`config.mk`:
```
export PLATFORM = sky130hd
export DESIGN_NAME = wdt_top
export DESIGN_NICKNAME = d
export VERILOG_FILES = /design/src/rtl/wdt_pkg.sv /design/src/rtl/wdt_datapath.sv /design/src/rtl/wdt_ctrl.sv /design/src/rtl/wdt_top.sv
export SDC_FILE = /design/constraint.sdc
export NUM_CORES = 1
export LEC_CHECK = 0
export BUFFER_PORTS_ARGS = -buffer_cell sky130_fd_sc_hd__clkbuf_2
export CORE_ASPECT_RATIO = 0.5
export CORE_MARGIN = 4
export CORE_UTILIZATION = 40
export DETAILED_ROUTE_END_ITERATION = 10
export PLACE_DENSITY = 0.67
export RECOVER_POWER = 25
export SYNTH_ARGS = -nofsm -noshare
export SYNTH_HDL_FRONTEND = slang
export SYNTH_SLANG_ARGS = --single-unit
```
`constraint.sdc`:
```
create_clock -name clk -period 2.3 [get_ports clk]
set_input_delay 0.46 -clock clk [delete_from_list [all_inputs] [get_ports clk]]
set_output_delay 0.46 -clock clk [all_outputs]
set_load 0.01 [all_outputs]
```
`src/rtl/wdt_pkg.sv`:
```
package wdt_pkg;
  localparam int CTL_W    = 12;
  localparam int B_RESTART = 0;
  localparam int B_RSTEN  = 1;
  localparam int B_RSTFLG = 2;
  localparam int B_INTFLG = 3;
  localparam int B_INTEN  = 6;
  localparam int B_EN     = 7;
  localparam int B_FRZ    = 9;

  typedef struct packed {
    logic       run;
    logic       loadIntv;
    logic       loadGrace;
    logic [1:0] divSel;
    logic [1:0] intvSel;
  } wdtStrobe_t;
endpackage

```
`src/rtl/wdt_datapath.sv`:
```
module wdt_datapath
  import wdt_pkg::*;
#(
  parameter int BASE_SHIFT  = 14,
  parameter int GRACE_TICKS = 1024,
  parameter int DIV0 = 1,
  parameter int DIV1 = 256,
  parameter int DIV2 = 2048,
  parameter int DIV3 = 65536
) (
  input  logic       clk,
  input  logic       rstN,
  input  wdtStrobe_t stb,
  output logic       expire
);
  localparam int DIVS[4] = '{DIV0, DIV1, DIV2, DIV3};
  localparam int MAXDIV  = (DIV3 > DIV2) ? ((DIV3 > DIV1) ? DIV3 : DIV1) : DIV2;
  localparam int PRE_W   = $clog2(MAXDIV > DIV0 ? MAXDIV : DIV0) + 1;
  localparam int LONGEST = (1 << (BASE_SHIFT + 6)) > GRACE_TICKS ?
                           (1 << (BASE_SHIFT + 6)) : GRACE_TICKS;
  localparam int CNT_W   = $clog2(LONGEST) + 1;

  logic [PRE_W-1:0] preCnt;
  logic [PRE_W-1:0] preTerm;
  logic [CNT_W-1:0] cnt;
  logic [CNT_W-1:0] intvLoad;
  logic [PRE_W-1:0] termTab[4];
  logic             tick;

  // one terminal count per clock select
  for (genvar g = 0; g < 4; g++) begin : g_term
    assign termTab[g] = PRE_W'(DIVS[g] - 1);
  end

  assign preTerm  = termTab[stb.divSel];
  assign tick     = stb.run && (preCnt == preTerm);
  assign expire   = tick && (cnt == CNT_W'(1));
  assign intvLoad = CNT_W'(1) << (BASE_SHIFT + 2 * int'(stb.intvSel));

  always_ff @(posedge clk or negedge rstN) begin
    if (!rstN) begin
      preCnt <= '0;
      cnt    <= CNT_W'(1) << BASE_SHIFT;
    end else if (stb.loadIntv) begin
      preCnt <= '0;
      cnt    <= intvLoad;
    end else begin
      if (stb.run) preCnt <= tick ? '0 : preCnt + 1'b1;
      if (stb.loadGrace)                    cnt <= CNT_W'(GRACE_TICKS);
      else if (tick && cnt > CNT_W'(1))     cnt <= cnt - 1'b1;
    end
  end
endmodule

```
`src/rtl/wdt_ctrl.sv`:
```
module wdt_ctrl
  import wdt_pkg::*;
(
  input  logic             clk,
  input  logic             rstN,
  input  logic             porN,
  input  logic             wrEn,
  input  logic [CTL_W-1:0] wrData,
  input  logic             expire,
  output wdtStrobe_t       stb,
  output logic [CTL_W-1:0] rdData,
  output logic             irq,
  output logic             sysRst
);
  logic [1:0] clkSel, intvSel;
  logic       freezeEn, enable, intEn, intFlag, rstEn, rstFlag;
  logic       expHit, setInt, fireRst;

  assign expHit  = expire && !stb.loadIntv;
  assign setInt  = expHit && !intFlag;
  assign fireRst = expHit && intFlag && rstEn;

  assign stb.run       = enable;
  assign stb.loadIntv  = wrEn && wrData[B_RESTART];
  assign stb.loadGrace = expHit;
  assign stb.divSel    = clkSel;
  assign stb.intvSel   = wrData[5:4];

  assign irq    = intFlag && intEn;
  assign rdData = {clkSel, freezeEn, 1'b0, enable, intEn, intvSel,
                   intFlag, rstFlag, rstEn, 1'b0};

  always_ff @(posedge clk or negedge rstN) begin
    if (!rstN) begin
      clkSel   <= 2'd1;
      freezeEn <= 1'b0;
      enable   <= 1'b0;
      intEn    <= 1'b0;
      intvSel  <= 2'd0;
      rstEn    <= 1'b0;
      intFlag  <= 1'b0;
      sysRst   <= 1'b0;
    end else begin
      if (wrEn) begin
        clkSel   <= wrData[11:10];
        freezeEn <= wrData[B_FRZ];
        enable   <= wrData[B_EN];
        intEn    <= wrData[B_INTEN];
        intvSel  <= wrData[5:4];
        rstEn    <= wrData[B_RSTEN];
      end
      if (setInt)                              intFlag <= 1'b1;
      else if (wrEn && wrData[B_INTFLG])       intFlag <= 1'b0;
      sysRst <= fireRst;
    end
  end

  always_ff @(posedge clk or negedge porN) begin
    if (!porN)                             rstFlag <= 1'b0;
    else if (fireRst)                      rstFlag <= 1'b1;
    else if (wrEn && wrData[B_RSTFLG])     rstFlag <= 1'b0;
  end
endmodule

```
`src/rtl/wdt_top.sv`:
```
module wdt_top
  import wdt_pkg::*;
#(
  parameter int BASE_SHIFT  = 14,
  parameter int GRACE_TICKS = 1024
) (
  input  logic        clk,
  input  logic        rstN,
  input  logic        porN,
  input  logic        wrEn,
  input  logic [11:0] wrData,
  output logic [11:0] rdData,
  output logic        irq,
  output logic        sysRst
);
  wdtStrobe_t stb;
  logic       expire;

  wdt_ctrl u_ctrl (
    .clk(clk), .rstN(rstN), .porN(porN), .wrEn(wrEn), .wrData(wrData),
    .expire(expire), .stb(stb), .rdData(rdData), .irq(irq), .sysRst(sysRst)
  );

  wdt_datapath #(.BASE_SHIFT(BASE_SHIFT), .GRACE_TICKS(GRACE_TICKS)) u_dp (
    .clk(clk), .rstN(rstN), .stb(stb), .expire(expire)
  );
endmodule

```
Word level (Yosys, flattened, before mapping) --
Index checks and enable logic that the tools add are counted.
Storage, ports and cells: input port bits 16, output and inout port bits 14, flip-flop bits (word level) 49, logic and storage cells 50
Operators by class: add/sub/neg operators 3, $lt $le $gt $ge 2, bitwise operators 1, multiplexer cells 13, reduce and logical (&&, ||, !) cells 17, eq/ne operators 2, shifts and indexed selects 1
Operators with widths (number):
- 2-to-1 mux 17 bit | 5
- 2-to-1 mux 21 bit | 3
- binary-select mux 17 bit (select 2 bit) | 1
- << shifter 1 x 32 -> 21 bit, first input constant | 1
- == test 21 x 1 -> 1 bit, second input constant | 1
- > comparator 21 x 1 -> 1 bit, second input constant | 1
- subtractor 21 x 1 -> 21 bit, second input constant | 1
- adder 17 x 1 -> 17 bit, second input constant | 1
- == test 17 bit | 1
- logical AND 1 bit | 11
- nonzero test 2 bit | 3
- adder 4 x 3 -> 5 bit, first input constant | 1
- 2-to-1 mux 1 bit | 4
- >= comparator 3 bit, second input constant | 1
- inverter 2 -> 3 bit | 1
- nonzero test 3 bit | 1
- zero test 1 bit | 2

Longest topological paths before layout --
depth after elaboration 11, mapped depth 8, mapped depth without buffers 8

By module --
From an unflattened synthesis, not the netlist that was laid out.
Unflattened totals: cell total of the unflattened synthesis 314, area total of the unflattened synthesis 2940.3 um2
By module, submodules not included:
- wdt_datapath | area each 2384.8 um2, cells each 270, sequential area each 952.2 um2, times used 1
- wdt_ctrl | area each 555.5 um2, cells each 44, sequential area each 276.5 um2, times used 1

Least setup slack after synthesis --
No wires, ideal clock.
path type reg2reg, start point register u_dp.preCnt[12], end point register u_dp.cnt[13], path buffers 0, clock period less this slack 2.448 ns, data required time 2.223 ns, setup slack -0.148 ns, library setup time 0.077 ns, data arrival time 2.371 ns, stages on the path, launching flop included 7, cell sequence dfrtp_1 > or4_1 > o32a_1 > a2111oi_4 > a22oi_2 > or4b_1 > a21oi_1
On the way: word-level cells in the longest chain between the ends 6, elaborated cells on any way between the ends 8, those cells by class 1 x eq/ne; 2 x mux; 5 x reduce/logical
Ends and longest elaborated chain:
- from (decl) | RTL line wdt_datapath.sv:23 | logic [PRE_W-1:0] preCnt;
- from (signal assigned) | RTL line wdt_datapath.sv:48 | if (stb.run) preCnt <= tick ? '0 : preCnt + 1'b1;
- == test 17 bit (*) | RTL line wdt_datapath.sv:36 | assign tick = stb.run && (preCnt == preTerm);
- logical AND 1 bit (*) | RTL line wdt_datapath.sv:36
- logical AND 1 bit | RTL line wdt_datapath.sv:37 | assign expire = tick && (cnt == CNT_W'(1));
- logical AND 1 bit | RTL line wdt_ctrl.sv:19 | assign expHit = expire && !stb.loadIntv;
- 2-to-1 mux 21 bit | RTL line wdt_datapath.sv:49 | if (stb.loadGrace) cnt <= CNT_W'(GRACE_TICKS);
- 2-to-1 mux 21 bit | RTL line wdt_datapath.sv:44 | end else if (stb.loadIntv) begin
- to (signal assigned) | RTL line wdt_datapath.sv:46 | cnt <= intvLoad;
- to (signal assigned) | RTL line wdt_datapath.sv:49
- to (signal assigned) | RTL line wdt_datapath.sv:50 | else if (tick && cnt > CNT_W'(1)) cnt <= cnt - 1'b1;
- to (decl) | RTL line wdt_datapath.sv:25 | logic [CNT_W-1:0] cnt;
Mark *: on every way between the ends. The rest lies on a longest branch, timed or not. A chain may end at the register's enable or synchronous reset.

Worst setup path in the final report --
Ends and elaborated chain as after synthesis.

==> flow_summary.json <==
{
  "outcome": "complete, but fails checks",
  "violations": "negative setup slack",
  "synth_top_family_by_area": "simple AND/OR/NAND/NOR gates",
  "grt_first_pass_wirelength_um": 12080,
  "crit_type": "reg -> reg",
  "die_area_um2": 8284,
  "synth_seq_area_share": 0.4505,
  "grt_pass1_vias": 2614,
  "finalWorstSetupSlack_ns": -0.1366,
  "final_net_count": 391,
  "n_antenna_cell": 0,
  "slowest_delay_ns": 0.54,
  "ir_drop_uv": 438.2,
  "synth_ff_type": "dfrtp_1",
  "root_buffer": "clkbuf_16",
  "met3_usage": 0.03710,
  "seqCellArea_um2": 1230,
  "fp-row-count": 20,
  "ios": 30,
  "coreArea_um2": 6331,
  "synth_simple_gate_area_share": 0.2592,
  "synthAdderAreaFrac": 0.01376,
  "area_growth_pct": 38.49,
  "grt-ovfl-total": 0,
  "port_buffers": 26,
  "vias": 2624,
  "drt_wl_total_um": 7585,
  "cts_buffers": 5,
  "multi_input_area_um2": 1650,
  "synth_area_per_cell_um2": 9.278,
  "drtPass1Iterations": 4,
  "critPathArrivalTime_ns": 2.66,
  "syn_inst": 294,
  "cts_buffer_depth": 2,
  "hp-class": "in -> async",
  "yosys_warnings": 0,
  "slew_headroom": 0.4166,
  "p_per_area_nw_per_um2": 836.3,
  "critPathRequiredTime_ns": 2.52,
  "drc": 0,
  "use_met1": 0.2133,
  "rsz0062_at_grt": "yes",
  "met2_usage": 0.3179,
  "fillers": 518,
  "synth_area_um2": 2728,
  "place.gp.congestion": 0.8861,
  "endpoint_kind": "flip-flop",
  "htreeDepth": 2,
  "wire_per_inst_um": 16.45,
  "grt_use_total": 0.1772,
  "setup_viol": 18,
  "hpwlAfterDp_um": 5045,
  "synth_edf_count": 0,
  "clock_latency_ns": 0.30,
  "vias_per_cell": 5.692,
  "async_reset_ff_frac": 1.000,
  "die_y_um": 66.39,
  "antenna_found_initial": 0,
  "start_util": 0.4308,
  "synth_compound_area_frac": 0.1569,
  "clock-sinks": 49,
  "worst-path-max-fanout": 4,
  "whs_ns": 0.2611,
  "power.total_mw": 3.159,
  "clk_pin_slew_ns": 0.06,
  "final_core_util": 0.5966,
  "drv_slew": 0,
  "leakage_nw": 1.666,
  "yosys.area_share.xor_xnor": 0.03853,
  "grt_most_used_layer": "met2",
  "fmax_mhz": 410.4,
  "finalCritPeriodShare": 1.059,
  "cts_tree": "built",
  "clock_skew_ns": 0.007565,
  "die_w_um": 124.8,
  "ys_ff_latch": 49,
  "worstPathCellList": "or4_4, o32a_1, a2111oi_4, buf_4, a22oi_2, or4b_1, a21oi_2",
  "cap_violations": 0,
  "fin_crit_ns": 2.437,
  "drive_gt1_frac": 0.3700,
  "ant_nets": 0,
  "hold_viol": 0,
  "synth.distinct_cells": 44,
  "startpoint_type": "flip-flop",
  "crit_path_top_delay_cell": "or4_4",
  "worst_pin_slew_ns": 0.8751,
  "grt_max_degree": 21,
  "synth.area.mux_share": 0.04037,
  "r2r_setup_slack_ns": -0.14,
  "drt_iter0_markers": 200
}
[kinds of logic after synthesis]
group | count (synthesis)
other | 1
buffers and inverters | 20
XOR/XNOR | 12
flip-flops | 49
AO/OA/AOI/OAI | 63
multiplexers | 10
adder cells (fa/ha/maj) | 3
AND/OR/NAND/NOR | 136
[layout by cell type, fill, tap and decap left out, types with 5 or more instances in the layout]
cell type | Yosys | layout
a21o_1 | 5 | 5
a21oi_1 | 14 | 10
and3_1 | 7 | 6
buf_4 | 8 | 50
buf_6 | 0 | 5
clkbuf_16 | 0 | 6
clkbuf_2 | 0 | 24
dfrtp_1 | 47 | 46
mux2_2 | 8 | 8
nand2_1 | 30 | 27
nand3_1 | 20 | 17
nand4_1 | 5 | 5
nor2_1 | 24 | 19
nor3_1 | 8 | 7
nor3b_1 | 6 | 6
nor4_1 | 13 | 10
o21ai_0 | 19 | 17
or3_1 | 7 | 5
xor2_1 | 9 | 8
[report_power, final]
part / switching, mW / total [mW] / internal [mW]
logic: 0.746 / 1.31 / 0.563
registers: 0.142 / 1.12 / 0.981
clock network: 0.327 / 0.727 / 0.400
[cell type report]
class,instances,area share
clock buffer,6,0.03412
inverter,4,0.003975
multi-input combinational,226,0.4369
tap,88,0.02915
sequential,49,0.3256
timing repair buffer,86,0.1676
clock inverter,2,0.002650
[flip-flops by register name, summed over array words and instances, names as in the netlist]
register / cells
u_ctrl.sysRst: 1
u_ctrl.enable: 1
u_dp.cnt: 21
u_ctrl.rstEn: 1
u_ctrl.intEn: 1
u_dp.preCnt: 17
u_ctrl.intFlag: 1
u_ctrl.freezeEn: 1
u_ctrl.clkSel: 2
u_ctrl.intvSel: 2
u_ctrl.rstFlag: 1
[synthesized netlist by cell type, drive strengths merged (5+ instances only)]
cell type / instances / area [µm²]
nand4: 5 / 31.28
xor2: 9 / 78.83
and3: 7 / 43.79
clkbuf: 6 / 22.52
nand2: 30 / 112.6
or3: 7 / 43.79
dfrtp: 47 / 1176
o21ai: 19 / 95.09
nor4: 13 / 81.33
mux2: 8 / 90.09
buf: 10 / 70.07
nor3b: 6 / 45.04
o31ai: 5 / 37.54
nor3: 8 / 40.04
nor2: 24 / 90.09
a21o: 5 / 37.54
a21oi: 14 / 70.07
or4: 6 / 45.04
nand3: 20 / 100.1
[worst max-delay path, delay by kind of cell, from the launching register on]
family,cells,cell delay [ns]
buf+inv,1,0.21
flops,1,0.39
compound gates,4,0.72
simple gates,2,1.06
[repair_timing]
action | in CTS | in global routing
hold buffers | 1 | 0
gates resized for setup | 11 | 48
endpoints found under the hold margin | 1 | 0
endpoints found under the setup margin | 22 | 30
gates cloned | 0 | 1
setup buffers | 5 | 7
pin swaps | 6 | 17
[per-layer routing]
layer / wire (µm) / vias up
met2: 3795 / 50
met1: 3422 / 1312
met4: 115 / 0
met5: 0 / -
met3: 251 / 17
li1: - / 1245
[final timing paths]
| kind | startpoint | end | depth (start not counted) |
|---|---|---|---|
| worst max-delay path | u_dp.preCnt[12] | u_dp.cnt[13] | 7 |
| worst min-delay path | rstN | u_dp.cnt[15] | 1 |
| worst max register to register | u_dp.preCnt[12] | u_dp.cnt[13] | 7 |
| worst min register to register | u_ctrl.intvSel[0] | u_ctrl.intvSel[0] | 1 |
| max in group asynchronous | rstN | u_dp.preCnt[12] | 2 |
| min in group clk | wrData[3] | u_ctrl.intFlag | 2 |
[through the flow]
| step | instance area, µm² | instances | setup slack [ns] | TNS [ns] |
|---|---|---|---|---|
| floorplan | 2743 | 295 | -0.04060 | -0.04060 |
| global placement | 3256 | 440 | -0.08486 | -0.3291 |
| detailed placement | 3256 | 440 | -0.1418 | -0.8011 |
| CTS | 3485 | 454 | -0.1089 | -0.3987 |
| global route | 3777 | 461 | -0.1899 | -2.587 |
| finish | 3777 | 461 | -0.1366 | -0.9761 |
Note: power is estimated with default switching activity, not from simulation.
